<file path="src/rtl/snoop_bus_unit.sv">
module snoop_bus_unit #(
  parameter int LINES = 4,
  parameter int DW    = 64
) (
  input  logic          clk,
  input  logic          rst_n,
  input  logic          rd_req_i,
  input  logic [31:5]   rd_addr_i,
  output logic          rd_done_o,
  input  logic          st_i,
  input  logic [31:3]   st_addr_i,
  input  logic [DW-1:0] st_data_i,
  output logic [31:5]   addr_o,
  output logic          addr_oe_o,
  output logic          ads_o,
  output logic          wr_o,
  output logic [DW-1:0] data_o,
  output logic          data_oe_o,
  input  logic [DW-1:0] data_i,
  input  logic          rdy_i,
  input  logic          backoff_i,
  input  logic          ahold_i,
  input  logic          eads_i,
  input  logic          inv_i,
  input  logic [31:5]   inq_addr_i,
  output logic          hit_o,
  output logic          hitm_o
);
  localparam int IW = (LINES > 1) ? $clog2(LINES) : 1;
  localparam int NB = 4;
  localparam logic [1:0] L_INV = 2'd0, L_CLN = 2'd1, L_MOD = 2'd2;

  typedef enum logic [1:0] {A_NONE, A_RD, A_WB} act_e;

  logic [31:5]   tag_q [LINES];
  logic [1:0]    lst_q [LINES];
  logic [DW-1:0] dat_q [LINES][NB];
  logic [DW-1:0] buf_q [NB];

  act_e        act_q;
  logic [1:0]  beat_q;
  logic        ads_q, boff_q, ahold_q, done_q;
  logic        rd_pend, wb_pend, wb_inv;
  logic [IW-1:0] wb_idx;
  logic [31:5] rd_addr_q;
  logic        inq_v, inq_inv, hit_q, hitm_q, hitm_clr;
  logic [31:5] inq_a;

  wire accept = eads_i && ((backoff_i && boff_q) || (ahold_i && ahold_q));

  wire [IW-1:0] lk_idx = inq_a[IW+4:5];
  wire lk_hit = inq_v && lst_q[lk_idx] != L_INV && tag_q[lk_idx] == inq_a;
  wire lk_mod = lk_hit && lst_q[lk_idx] == L_MOD;

  wire [IW-1:0] st_idx = st_addr_i[IW+4:5];
  wire st_hit = st_i && lst_q[st_idx] != L_INV && tag_q[st_idx] == st_addr_i[31:5];

  wire [IW-1:0] rd_idx = rd_addr_q[IW+4:5];
  wire beat_ok = act_q != A_NONE && !ads_q && !boff_q && rdy_i;
  wire last    = beat_ok && beat_q == 2'd3;

  assign addr_o    = (act_q == A_WB) ? tag_q[wb_idx] : rd_addr_q;
  assign addr_oe_o = act_q != A_NONE && !boff_q && !ahold_q;
  assign ads_o     = ads_q && !boff_q;
  assign wr_o      = act_q == A_WB && !boff_q;
  assign data_o    = dat_q[wb_idx][beat_q];
  assign data_oe_o = act_q == A_WB && !boff_q;
  assign hit_o     = hit_q;
  assign hitm_o    = hitm_q;
  assign rd_done_o = done_q;

  always_ff @(posedge clk or negedge rst_n) begin
    if (!rst_n) begin
      act_q <= A_NONE; beat_q <= '0; ads_q <= 1'b0; boff_q <= 1'b0;
      ahold_q <= 1'b0; done_q <= 1'b0; rd_pend <= 1'b0; wb_pend <= 1'b0;
      wb_inv <= 1'b0; wb_idx <= '0; rd_addr_q <= '0; inq_v <= 1'b0;
      inq_inv <= 1'b0; inq_a <= '0; hit_q <= 1'b0; hitm_q <= 1'b0;
      hitm_clr <= 1'b0;
    end else begin
      boff_q   <= backoff_i;
      ahold_q  <= ahold_i;
      ads_q    <= 1'b0;
      done_q   <= 1'b0;
      hitm_clr <= 1'b0;
      inq_v    <= accept;
      inq_a    <= inq_addr_i;
      inq_inv  <= inv_i;
      if (hitm_clr) hitm_q <= 1'b0;
      if (inq_v) begin
        hit_q <= lk_hit;
        if (lk_mod) begin
          hitm_q  <= 1'b1;
          wb_pend <= 1'b1;
          wb_idx  <= lk_idx;
          wb_inv  <= inq_inv;
        end
      end
      if (rd_req_i && !rd_pend) begin
        rd_pend   <= 1'b1;
        rd_addr_q <= rd_addr_i;
      end
      if (boff_q) begin
        act_q  <= A_NONE;
        beat_q <= '0;
      end else if (act_q == A_NONE) begin
        beat_q <= '0;
        if (wb_pend) begin
          act_q <= A_WB; ads_q <= 1'b1;
        end else if (rd_pend) begin
          act_q <= A_RD; ads_q <= 1'b1;
        end
      end else if (beat_ok) begin
        beat_q <= beat_q + 2'd1;
        if (last) begin
          act_q <= A_NONE;
          if (act_q == A_WB) begin
            wb_pend  <= 1'b0;
            hitm_clr <= 1'b1;
          end else begin
            rd_pend <= 1'b0;
            done_q  <= 1'b1;
          end
        end
      end
    end
  end

  always_ff @(posedge clk or negedge rst_n) begin
    if (!rst_n) begin
      for (int i = 0; i < LINES; i++) lst_q[i] <= L_INV;
    end else begin
      if (last && act_q == A_RD) lst_q[rd_idx] <= L_CLN;
      if (st_hit) lst_q[st_idx] <= L_MOD;
      if (lk_hit && !lk_mod && inq_inv) lst_q[lk_idx] <= L_INV;
      if (last && act_q == A_WB) lst_q[wb_idx] <= wb_inv ? L_INV : L_CLN;
    end
  end

  always_ff @(posedge clk) begin
    if (beat_ok && act_q == A_RD) begin
      buf_q[beat_q] <= data_i;
      if (beat_q == 2'd3) begin
        tag_q[rd_idx] <= rd_addr_q;
        for (int b = 0; b < NB - 1; b++) dat_q[rd_idx][b] <= buf_q[b];
        dat_q[rd_idx][NB-1] <= data_i;
      end
    end
    if (st_hit) dat_q[st_idx][st_addr_i[4:3]] <= st_data_i;
  end


  strobe_pulse_chk: assert property (@(posedge clk) disable iff (!rst_n)
    ads_o |=> !ads_o);

  float_chk: assert property (@(posedge clk) disable iff (!rst_n)
    $past(backoff_i) |-> !addr_oe_o && !data_oe_o && !ads_o && !wr_o);

  inq_gate_chk: assert property (@(posedge clk) disable iff (!rst_n)
    $rose(hit_o) |-> ($past(backoff_i, 2) && $past(backoff_i, 3)) ||
                     ($past(ahold_i, 2) && $past(ahold_i, 3)));

  hit_lat_chk: assert property (@(posedge clk) disable iff (!rst_n)
    $rose(hit_o) |-> $past(eads_i, 2));

  wb_hold_chk: assert property (@(posedge clk) disable iff (!rst_n)
    (ads_o && wr_o) |-> !$past(backoff_i));

  hitm_hold_chk: assert property (@(posedge clk) disable iff (!rst_n)
    $fell(hitm_o) |-> $past(rdy_i, 2) && $past(wr_o, 2));

  ahold_addr_chk: assert property (@(posedge clk) disable iff (!rst_n)
    $past(ahold_i) |-> !addr_oe_o);
endmodule

</file>
<file path="config.mk">
export PLATFORM = sky130hd
export DESIGN_NAME = snoop_bus_unit
export DESIGN_NICKNAME = d
export VERILOG_FILES = /design/src/rtl/snoop_bus_unit.sv
export SDC_FILE = /design/constraint.sdc
export NUM_CORES = 2
export LEC_CHECK = 0
export BUFFER_PORTS_ARGS = -buffer_cell sky130_fd_sc_hd__buf_2
export CAP_MARGIN = 20
export CORE_MARGIN = 2
export CORE_UTILIZATION = 47
export CTS_CLUSTER_SIZE = 14
export DETAILED_ROUTE_END_ITERATION = 10
export SLEW_MARGIN = 5
export SYNTH_ARGS = -nofsm -noshare
export SYNTH_HDL_FRONTEND = slang
export SYNTH_SLANG_ARGS = --single-unit
</file>
<file path="constraint.sdc">
create_clock -name clk -period 9.4 [get_ports clk]
set_input_delay 0.94 -clock clk [delete_from_list [all_inputs] [get_ports clk]]
set_output_delay 0.94 -clock clk [all_outputs]
set_load 0.03 [all_outputs]
</file>
# Word level (Yosys, flattened, before mapping)

Memories as Yosys holds them, arrays and structs flattened.
Index checks and enable logic that the tools add are counted.

Register bits: 80
Latch bits: 0
Memory bits (writable): 1,388
Bits in read-only memories: 0
Input port bits: 220
Output and inout bits: 98
Word-level logic and storage cells: 170
Memories kept: 3

Add/subtract/negate cells: 1
Multipliers: 0
Divide/modulo/power cells: 0
Order comparisons: 11
Equality and inequality tests: 7
Shift-type cells: 0
Multiplexer cells: 72
Bitwise gates (word level): 14
Reductions and logical operators: 41

Memory list:

| name  | depth | width | rd ports | clocked after Yosys merged registers in | write ports | line | source |
|---|---|---|---|---|---|---|---|
| dat_q | 4     | 256   | 1        | 0                                       | 2           | 37   | `logic [DW-1:0] dat_q [LINES][NB];` |
| buf_q | 4     | 64    | 3        | 0                                       | 1           | 38   | `logic [DW-1:0] buf_q [NB];` |
| tag_q | 4     | 27    | 3        | 0                                       | 1           | 35   | `logic [31:5] tag_q [LINES];` |

Operators with widths:

| kind                                                                          | number |
|---|---|
| 256-bit 2-to-1 mux                                                            | 1 |
| 64-bit 2-to-1 mux                                                             | 3 |
| 64-bit binary-select mux with 2-bit select                                    | 1 |
| 64-bit demux with 2-bit select                                                | 1 |
| 27-bit == test                                                                | 2 |
| 1-bit 2-to-1 mux                                                              | 37 |
| 2-bit 2-to-1 mux                                                              | 17 |
| 8-bit 2-to-1 mux                                                              | 4 |
| 1-bit logical AND                                                             | 27 |
| 27-bit 2-to-1 mux                                                             | 1 |
| 3-bit greater-or-equal comparator (second input constant)                     | 6 |
| 2-bit inverter with 3-bit output                                              | 6 |
| 2-bit demux with 2-bit select                                                 | 4 |
| 3-bit by 1-bit less-than comparator with 1-bit output (second input constant) | 5 |
| 4-bit bitwise AND                                                             | 2 |
| 8-bit bitwise AND                                                             | 1 |
| 2-bit binary-select mux with 2-bit select                                     | 2 |
| 8-bit bitwise mux                                                             | 1 |
| 4-bit inverter                                                                | 2 |
| 8-bit inverter                                                                | 1 |
| 4-bit bitwise OR                                                              | 2 |
| 2-bit == test (second input constant)                                         | 3 |
| 2-bit nonzero test                                                            | 3 |
| 3-bit nonzero test                                                            | 2 |
| 8 further kinds                                                               | 12 |

# Depth between registers and ports, before layout

Depth after elaboration: 15
Gate-level depth with buffers: 12
Depth with buffers taken out: 8

# Worst setup path before layout

No wires, ideal clock.

Path kind: input port to flip-flop
Start: input port st_addr_i[5] (netlist bit)
End: memory dat_q[2][192] (netlist bit) (enable)
Library setup time: 0.581 ns
Arrival time: 7.845 ns
Data required time: 8.819 ns
Path slack: 0.974 ns
Stages on the path: 9
Buffers on the path: 2
Path through: buf_2 -> buf_2 -> mux4_2 -> xnor2_1 -> nand2_1 -> or4_1 -> and4bb_2 -> nand2_1 -> o31ai_1

RTL lines:

| what               | line | source |
|---|---|---|
| start: declaration | 11   | `input logic [31:3] st_addr_i,` |
| end: declaration   | 37   |  |

# Worst setup path after layout

Start: register wb_idx[1]
End: output port data_o[38]

Longest elaborated chain between the ends: 4

Ends and longest elaborated chain:

| what                                                  | line | source |
|---|---|---|
| start: declaration                                    | 44   | `logic [IW-1:0] wb_idx;` |
| start signal: assignment                              | 94   | `wb_idx <= lk_idx;` |
| memory read 4 x 256 bit                               | -    |  |
| 64-bit binary-select mux with 2-bit select            | 66   | `assign data_o = dat_q[wb_idx][beat_q];` |
| 64-bit 2-to-1 mux (not written as such) (2 in series) | 66   |  |
| end: declaration                                      | 17   | `output logic [DW-1:0] data_o,` |

Every way passes these cells. The select of a mux whose other input is x is not followed.

==> flow_summary.ini <==
[pwr]
finalPower_uw = 13100
p_sw_share_pct = 21.3
combPwrFrac_pct = 3.6
p_leak_uw = 0.0238
switchingPower_uw = 2800
pwr-share-seq_pct = 52.3
internal_power_uw = 10300
clkPwrFrac_pct = 44.1
vdd_drop_max_mv = 0.131
powerDensity_nw_per_um2 = 176

[clocking]
cts_tree = built
clkLatencyLatePin_ps = 790
numCtsBuffers = 153
clock_path_buffers = 3
cts-htree-levels = 4
cts_num_sinks = 1404
root_buffer = clkbuf_16
cts_resized = 0
cts_setup_buffers = 0
ctsHoldBuffers = 0
clkTransAtPathRegs_ps = 60

[setup_path]
cp-end-kind = output pin
cp-start-kind = register
cp_slowest_stage_delay_ps = 980
reg2reg_from = tag_q[1][23]
crit_path_start = wb_idx[1]
crit_fanout = 47
critPathKind = register to output pin
path_cells = buf_4 > buf_4 > mux4_2 > mux4_2 > buf_2
crit_slowest_cell = dfrtp_4
cp_data_required_time_ps = 8460
cp.arrival_ps = 4570

[logic_synthesis]
synth_most_common_cell = edfxtp_1
synth_top_area_share_pct = 60.1
synth_area_leaders = edfxtp_1 60%, mux2_2 16%, mux4_2 13%
yosysTopAreaCell = edfxtp_1
postSynthAreaPerCell_um2 = 19.1
synth_cells = 3467
ys.warnings.count = 0
synth_cell_types = 60
syn_nets = 3691
synthArstFlopShare_pct = 5.70
ys_top_cells_by_count = 1324 x edfxtp_1, 929 x mux2_2, 386 x mux4_2
ys.flop_type = edfxtp_1
netlist_area_um2 = 66100
ys_seq_area_share_pct = 63.1
synth_edf_count = 1324
synth-seq-cells = 1404

[sta]
timing_hold_violations_final = 0
max-slew-margin-rel_pct = 21.0
worst_pin_slew_ps = 1190
rsz0062_at_grt = false
tns_ps = 0
setup_slack_ps = 3890
report.final.slew_viol_count = 0
setup_viol = 0
min_period_ps = 5510
fin_skew_ps = 27.7
post-route-period-util_pct = 58.6
fmaxAchievable_ghz = 0.181

[placed_design]
dp.cells = 5464
io_buffers = 317
dp_slack_ps = 2990
hpwl_um = 107000
gp_congestion = 0.841
placed_cell_area_um2 = 69700

[floorplan]
coreArea_um2 = 140000
placementRows = 137
die_area_um2 = 144000
die_h_um = 379
ios = 318
start_util_pct = 47.4
die_w_um = 379

[outcome]
outcome = complete, no violations

[routing]
ant_nets = 0
routed_wl_um = 184000
wire_per_inst_um = 32.0
drt_iter0_drc = 3063
vias = 35509
firstDrtPassIters = 5
viasPerCell = 6.18
drcViolationCount = 0

[global_route]
grt_max_degree = 104
grt_pass1_vias = 38232
grt_util_all_layers_pct = 25.8
antenna_found_initial = 10
grt_first_pass_wirelength_um = 266000
grt_remaining_overflow = 0

[hold_path]
hold_class = input port to asynchronous set/reset pin

[final_layout]
fin_nets = 3970
fillCellCount = 11031
syn2layout_area_growth_pct = 12.7
finalNonFillerCells = 5749
design_area_um2 = 74500
drive_above_1_share_pct = 51.1

[flow_run]
drv_cap = 0
==> per-layer routing <==
| metal | global-route usage (%) | wire, um | part of all wire, % | up-vias |
|---|---|---|---|---|
| li1 | - | - | - | 14822 |
| met1 | 34.5 | 75700 | 41 | 19107 |
| met2 | 43.1 | 91600 | 50 | 1273 |
| met3 | 5.06 | 12300 | 6.7 | 303 |
| met4 | 7.14 | 4550 | 2.5 | 4 |
| met5 | 0 | 27 | 0.015 | - |
==> flip-flops by register name (all words and copies together) (netlist names) <==
| register | count |
|---|---|
| hitm_clr | 1 |
| rd_pend | 1 |
| hit_o | 1 |
| buf_q | 192 |
| wb_idx | 2 |
| wb_inv | 1 |
| tag_q | 108 |
| act_q | 2 |
| inq_v | 1 |
| inq_inv | 1 |
| ahold_q | 1 |
| rd_addr_q | 27 |
| wb_pend | 1 |
| dat_q | 1024 |
| inq_a | 27 |
| ads_q | 1 |
| hitm_o | 1 |
| beat_q | 2 |
| lst_q | 8 |
| boff_q | 1 |
| rd_done_o | 1 |
==> worst paths after layout <==
kind	endpoint	slack, ps	depth (start not counted)
max	data_o[38]	3890	5
min	rd_addr_q[25]	90	1
max reg2reg	dat_q[1][37]	4520	10
min reg2reg	hitm_o	430	1
max in group asynchronous	rd_addr_q[7]	8260	2
min in group clk	inq_a[31]	260	1
==> cells by family after synthesis <==
logic type | after synthesis | synth area share [%]
mux | 1496 | 32.0
flops | 1404 | 63.1
buf+inv | 293 | 1.95
simple gates | 158 | 1.49
compound gates | 61 | 0.662
xor+xnor | 51 | 0.675
fa+ha+maj | 4 | 0.0757
==> final cells by class <==
class,count,area [um2],share of cell area (%)
clock inverter,75,636,0.853
inverter,16,65.1,0.0873
antenna,6,15.0,0.0201
tap,1876,2350,3.15
clock buffer,201,4100,5.50
timing repair buffer,401,2330,3.13
multi-input combinational,1770,23300,31.2
sequential,1404,41800,56.0
==> through the flow <==
step                      hold slack [ps]  util [%]
after floorplan                       410         -
after global placement                420      49.9
after detailed placement              421      50.0
after CTS                            60.1      53.4
after global routing                 90.0      53.4
final                                91.3      53.4
==> cells in the final DEF (no fill, tap or decap), types with 9 or more instances in the layout <==
| master | n |
|---|---|
| edfxtp_1 | 1324 |
| mux2_2 | 929 |
| mux4_2 | 386 |
| buf_2 | 316 |
| clkbuf_16 | 156 |
| mux2_1 | 154 |
| buf_4 | 78 |
| dfrtp_1 | 75 |
| clkbuf_1 | 42 |
| xnor2_1 | 39 |
| mux2i_1 | 27 |
| clkinv_1 | 27 |
| clkinv_2 | 26 |
| nand2_1 | 23 |
| nand3_1 | 17 |
| inv_1 | 15 |
| nand4_1 | 15 |
| nor2_1 | 14 |
| xor2_1 | 12 |
| nand2b_1 | 10 |
| a21oi_1 | 10 |
| nor2b_1 | 9 |
| bufinv_16 | 9 |
==> power by group through the flow <==
stage / sequential [uW] / combinational [uW] / clock, uW
5_1_grt: 6870 / 501 / 6120
4_1_cts: 6870 / 468 / 5890
2_1_floorplan: 6980 / 261 / 0
6_report: 6870 / 469 / 5790
3_3_place_gp: 7000 / 451 / 0
3_5_place_dp: 7000 / 465 / 0
==> worst max-delay path: cells and delay by family (launching register included) <==
kind	cells	cell delay [ps]
flip-flops	1	980
multiplexers	2	1080
buffers and inverters	3	1640
Note: power is estimated with default switching activity, not from simulation.
